===== config.mk =====
export PLATFORM = sky130hd
export DESIGN_NAME = bitdx_unit
export DESIGN_NICKNAME = d
export VERILOG_FILES = /design/src/rtl/bitdx_pkg.sv /design/src/rtl/bitdx_tzc.sv /design/src/rtl/bitdx_step.sv /design/src/rtl/bitdx_unit.sv
export SDC_FILE = /design/constraint.sdc
export NUM_CORES = 1
export LEC_CHECK = 0
export ABC_AREA = 1
export BUFFER_PORTS_ARGS = -buffer_cell sky130_fd_sc_hd__buf_2
export CORE_ASPECT_RATIO = 0.7
export CORE_UTILIZATION = 45
export DETAILED_ROUTE_END_ITERATION = 10
export GPL_ROUTABILITY_DRIVEN = 0
export PLACE_DENSITY = 0.67
export SYNTH_ARGS = -nofsm -noshare
export SYNTH_HDL_FRONTEND = slang
export SYNTH_HIERARCHICAL = 1
export SYNTH_SLANG_ARGS = --single-unit

===== constraint.sdc =====
create_clock -name clk -period 2.5 [get_ports clk]
set_input_delay 0.125 -clock clk [delete_from_list [all_inputs] [get_ports clk]]
set_output_delay 0.125 -clock clk [all_outputs]
set_load 0.02 [all_outputs]

===== src/rtl/bitdx_pkg.sv =====
package bitdx_pkg;
  typedef enum logic {
    OP_DEPOSIT = 1'b0,
    OP_EXTRACT = 1'b1
  } bitdx_op_e;
endpackage


===== src/rtl/bitdx_tzc.sv =====
// Trailing-zero counter: returns W when the input is all zeros.
module bitdx_tzc #(
  parameter int W  = 16,
  parameter int CW = $clog2(W + 1)
) (
  input  logic [W-1:0]  vec,
  output logic [CW-1:0] cnt
);
  always_comb begin
    cnt = CW'(W);
    for (int i = W - 1; i >= 0; i--) begin
      if (vec[i]) cnt = CW'(i);
    end
  end
endmodule


===== src/rtl/bitdx_step.sv =====
// One iteration: move a single bit and retire the lowest set mask bit.
module bitdx_step
  import bitdx_pkg::*;
#(
  parameter int W  = 16,
  parameter int CW = $clog2(W + 1)
) (
  input  bitdx_op_e     op,
  input  logic [W-1:0]  src,
  input  logic [W-1:0]  mask_rem,
  input  logic [CW-1:0] idx,
  input  logic [W-1:0]  acc,
  output logic [CW-1:0] pos,
  output logic [W-1:0]  acc_next,
  output logic [W-1:0]  mask_next
);
  logic [CW-1:0] rd_sel;
  logic [CW-1:0] wr_sel;
  logic          bit_val;

  bitdx_tzc #(.W(W), .CW(CW)) tzc_i (
    .vec (mask_rem),
    .cnt (pos)
  );

  assign rd_sel    = (op == OP_DEPOSIT) ? idx : pos;
  assign wr_sel    = (op == OP_DEPOSIT) ? pos : idx;
  assign mask_next = mask_rem & (mask_rem - 1'b1);

  always_comb begin
    bit_val = 1'b0;
    for (int j = 0; j < W; j++) begin
      if (rd_sel == CW'(j)) bit_val = src[j];
    end
  end

  // A position equal to W (empty mask) matches no lane, so nothing is written.
  always_comb begin
    acc_next = acc;
    for (int j = 0; j < W; j++) begin
      if (wr_sel == CW'(j)) acc_next[j] = bit_val;
    end
  end
endmodule


===== src/rtl/bitdx_unit.sv =====
module bitdx_unit
  import bitdx_pkg::*;
#(
  parameter int W = 16
) (
  input  logic         clk,
  input  logic         rst,
  input  logic         start,
  input  logic         op_sel,
  input  logic [W-1:0] src,
  input  logic [W-1:0] mask,
  output logic         done,
  output logic [W-1:0] result
);
  localparam int CW = $clog2(W + 1);

  logic          busy;
  bitdx_op_e     op_q;
  logic [W-1:0]  src_q;
  logic [W-1:0]  mask_rem;
  logic [CW-1:0] idx;
  logic [W-1:0]  acc;
  logic [CW-1:0] tz_pos;
  logic [W-1:0]  acc_n;
  logic [W-1:0]  mask_n;

  bitdx_step #(.W(W), .CW(CW)) step_i (
    .op        (op_q),
    .src       (src_q),
    .mask_rem  (mask_rem),
    .idx       (idx),
    .acc       (acc),
    .pos       (tz_pos),
    .acc_next  (acc_n),
    .mask_next (mask_n)
  );

  always_ff @(posedge clk) begin
    if (rst) begin
      busy     <= 1'b0;
      done     <= 1'b0;
      result   <= '0;
      op_q     <= OP_DEPOSIT;
      src_q    <= '0;
      mask_rem <= '0;
      idx      <= '0;
      acc      <= '0;
    end else begin
      done <= 1'b0;
      if (!busy) begin
        if (start) begin
          busy     <= 1'b1;
          op_q     <= bitdx_op_e'(op_sel);
          src_q    <= src;
          mask_rem <= mask;
          idx      <= '0;
          acc      <= '0;
        end
      end else if (mask_rem == '0) begin
        busy   <= 1'b0;
        done   <= 1'b1;
        result <= acc;
      end else begin
        acc      <= acc_n;
        mask_rem <= mask_n;
        idx      <= idx + 1'b1;
      end
    end
  end
endmodule


==> results.md <==
CTS:
- In this run the number of H-tree levels came out at 3.
- The number of clock sinks is 72.
- In this run the deepest clock path goes through 2 buffers.
- After clock tree synthesis, the clock-pin slew on the worst setup and hold paths is 60 ps.
- At the later pin of the worst-skew pair, clock insertion delay measures 340 ps.
- In this run, CTS created clock tree buffers numbering 9.
- The number of hold buffers added after CTS was 0.
- Clock tree synthesis selected as its root buffer the cell clkbuf_16.
- TritonCTS built the clock tree.

Worst setup path:
- In this run the worst setup path begins at mask_rem[15].
- Data on the critical path is required at its endpoint by 2710 ps.
- The startpoint type of the worst setup path is a flip-flop.
- In this run the register-to-register setup slack is -220 ps.
- The worst setup path category is flip-flop to flip-flop.
- The signal on the critical path passes through or2_2 > nor3_2 > inv_1 > nand2_1 > a21boi_0 > nand2_1 > nand2_2 > nor2_1 > nand2_1 > nand3_1 > nor2_1 > nand2_1 > nand2_1 > nand2_2 > nand4_4 > clkbuf_16 > nand2_1 > nand2_1 > nand3_1 > a21oi_1.
- STA classifies the critical path endpoint as a flip-flop.
- Of all nets on the critical path, the largest fanout is 8.
- The worst reg2reg path endpoint is acc[12].
- Counting both buffers and inverters, the worst setup path holds a total of 2.
- The critical path's most frequent cell is nand2_1.
- The largest incremental delay on the critical path is 330 ps.
- For this design, the slowest cell found on the critical path is dfxtp_2.
- In this run the critical register-to-register path is launched from mask_rem[15].
- At the worst endpoint, the arrival time is 2930 ps.
- The depth of the most critical reg-to-reg path is 20.
- The kind of cell with the highest combined delay on the critical path is simple AND/OR/NAND/NOR gates.

Pwr:
- Of the total power, registers draw 0.348.
- The switching power summed over all nets is 1.21 mW.
- The combinational share of power is 0.290.
- For this design the static power due to leakage is 2.52 nW.
- Of the total power, the share spent switching nets is 0.335.
- Of the total power, the clock network draws 0.362.
- VDD sags by at most 0.377 mV.
- The internal portion of the total power is 2.40 mW.
- For this design the ratio of total power to cell area is 682 nW/µm².

Yosys:
- The commonest register cell after synthesis is dfxtp_1.
- The number of library cell types mapped by synthesis is 34.
- The synthesized area divided by synthesized cell count is 6.16 µm².
- Yosys instantiated no cell more often than nand2_1.
- The flip-flop and latch count after synthesis is 72.
- Sorting the synthesized cells by area gives the leading types as dfxtp_1, nand2_1, nor2_1.
- When the netlist entered floorplanning its net count stood at 740.
- The cell area that synthesis handed to floorplanning was 4330 µm².
- In the synthesized netlist, the cells that appear most often are nand2_1, nor2_1, inv_1.
- During synthesis, Yosys emitted a total of 6 warnings.
- In the synthesized netlist the async set-or-reset flop fraction comes to 0.
- After technology mapping, the gate count stands at 703.
- The fraction of post-synthesis cell area in the top cell type by area is 0.333.
- The count of flip-flops with a built-in enable after synthesis is 0.
- The largest area contributor in the netlist is dfxtp_1.
- The share of the Yosys chip area taken by registers is 0.333.

STA:
- Timing would allow up to 367 MHz.
- The number of hold violations in the final report is 0.
- The setup total negative slack is -3080 ps.
- The transition time at the pin with the least slew margin is 589 ps.
- The minimum clock period after layout is 2720 ps.
- The worst slew margin relative to its limit is 0.607.
- The final worst slack is -223 ps.
- Setup repair after global routing could not meet its margin everywhere.
- Dividing the final minimum period by the clock period gives 1.09.
- The total setup violations reported at the end of the flow is 16.
- For the final database, setup skew stands at 6.56 ps.
- The final max-slew violation count is 0.

Placement:
- The number of buffer cells added on primary ports is 52.
- The placement-stage worst setup slack is -286 ps.
- The half-perimeter wire length after placement is 7.21 mm.

Cells and area:
- The area growth from synthesis to layout is 22.4%.
- The repair_antennas step left the layout with diodes totalling 0.
- The ratio of cells with drive above 1 in the final layout is 0.218.
- The number of inserted filler cells in the final layout is 924.
- The post-layout net count is 807.

Floorplan:
- The die boundary width is 119 µm.
- The placeable core region is 9220 µm².
- Row generation in the floorplan step produced 29 rows.
- The total die area is 10000 µm².
- In this run the vertical extent of the chip is 84.1 µm.
- In this run the count of I/O pins placed on the die edge is 53.
- The initial utilization of the core area, before any placement, comes to 0.470.

GRT:
- For this run, global-route usage on met3 was measured as 0.0499.
- The met2 routing resource usage after global routing is 0.358.
- The via count of the first global-routing pass is 4076.
- Entering global routing, the biggest net connects 54 pins.
- The remaining global-route overflow is 0.
- The fraction of met1 tracks used by global routing is 0.311.
- The busiest layer in global routing is met2.
- The total routing usage reported by global routing is 0.229.
- The number of antenna violations at the first check in global routing is 0.
- The wire length of the first global-routing pass is 18.5 mm.

Outcome:
- The final reports fail on negative setup slack.
- The run finished, with violations left.

Route:
- The pre-antenna-repair detailed-routing pass consisted of 5 iterations.
- The wire length reported by the detailed router is 11.1 mm.
- After detailed routing, the average wire length per cell comes to 12.4 µm.
- For this block, the initial DRC count from the detailed router was 341.
- The number of remaining DRC errors is 0.
- The mean number of vias per cell is 5.06.
- Across all layers, the routed design uses 4551 vias.
- The post-detailed-route count of antenna-violating nets is 0.

Min path:
- The worst hold path was traced through 3 stages.
- The startpoint identified for the worst hold timing path is src[9].
- The worst hold path endpoint is src_q[9].
- The tightest min-delay check is of the primary input to flip-flop type.

Run:
- Max-cap violations in this run came to 0.
## registers in the layout (all words and copies together) (netlist names)
name      flops
busy          1
acc          16
mask_rem     16
idx           5
result       16
op_q          1
src_q        16
done          1
## layer usage
layer	up-vias	share of wire	wire (µm)
met5	-	0	0
met4	0	0.013	150
met3	17	0.058	652
met2	130	0.44	4900
met1	2044	0.49	5450
li1	2360	-	-
## cells in the final DEF (no fill, tap or decap), types with 2 or more instances in the layout
| cell type | netlist | routed |
|---|---|---|
| a21boi_0 | 3 | 3 |
| a21oi_1 | 57 | 54 |
| a21oi_2 | 0 | 3 |
| buf_12 | 0 | 2 |
| buf_2 | 9 | 52 |
| buf_4 | 5 | 32 |
| buf_6 | 7 | 2 |
| clkbuf_16 | 0 | 10 |
| clkinv_2 | 0 | 2 |
| dfxtp_1 | 72 | 69 |
| dfxtp_2 | 0 | 3 |
| inv_1 | 79 | 77 |
| inv_2 | 4 | 5 |
| nand2_1 | 177 | 168 |
| nand2_2 | 12 | 18 |
| nand2_4 | 6 | 9 |
| nand3_1 | 78 | 72 |
| nand3_2 | 0 | 6 |
| nand3b_1 | 3 | 3 |
| nand4_1 | 3 | 3 |
| nor2_1 | 107 | 105 |
| nor2_2 | 4 | 4 |
| nor2_4 | 0 | 2 |
| nor3_1 | 5 | 3 |
| nor3_2 | 0 | 2 |
| nor4_2 | 0 | 2 |
| o21a_1 | 2 | 2 |
| o21ai_0 | 40 | 38 |
| o21ai_1 | 2 | 3 |
| o21ai_2 | 1 | 2 |
| or2_2 | 3 | 3 |
## area by class of cell
class,instances,area (µm²),share of cell area
clock inverters,5,56.3,0.0106
inverters,84,323,0.0609
multi-input cells,514,2490,0.470
well taps,124,155,0.0293
flip-flops and latches,72,1450,0.273
clock buffers,11,243,0.0458
repair buffers,89,588,0.111
## cell families after synthesis
logic type / Yosys count / share of synthesized area
AO/OA/AOI/OAI: 109 / 0.134
adder cells (fa/ha/maj): 1 / 0.00289
buffers and inverters: 117 / 0.122
flip-flops: 72 / 0.333
other: 1 / 0.000866
AND/OR/NAND/NOR: 403 / 0.408
## power by group through the flow
stage,clock network (mW),registers (mW),logic (mW)
after CTS,1.33,1.26,0.953
after global routing,1.38,1.27,1.18
after floorplan,0,1.29,0.656
final,1.31,1.26,1.05
after detailed placement,0,1.28,0.906
after global placement,0,1.28,0.885
## worst register-to-register path: cells and delay by family (launching register included)
family	cells	cell delay, ps
simple gates	16	1790
flops	1	330
buf+inv	2	280
compound gates	2	170
## worst max-delay path by stage
| stage | endpoint | slack, ps | cells past startpoint |
|---|---|---|---|
| after floorplan | acc[14] | 30 | 30 |
| after global placement | acc[13] | -160 | 29 |
| after detailed placement | acc[1] | -290 | 29 |
| after CTS | acc[1] | -120 | 31 |
| after global routing | acc[14] | -440 | 31 |
| final | acc[12] | -220 | 20 |
## repair_timing
item                                    CTS  global route
endpoints found under the setup margin   16            17
gates resized for setup                  12            29
cloned                                    0             1
pin swaps                                 4            21
setup buffers                             1             2
## stage by stage
step                hold WS (ps)  cell area [µm²]  utilization  instances  power [mW]
finish                      35.0             5300        0.575        899        3.62
CTS                         24.0             5160        0.560        896        3.54
floorplan                    289             4330            -        703        1.94
detailed placement           380             4800        0.521        879        2.19
global route                51.7             5300        0.575        899        3.82
global placement             373             4800        0.521        879        2.16
No activity file was read; power rests on OpenSTA's default activity.
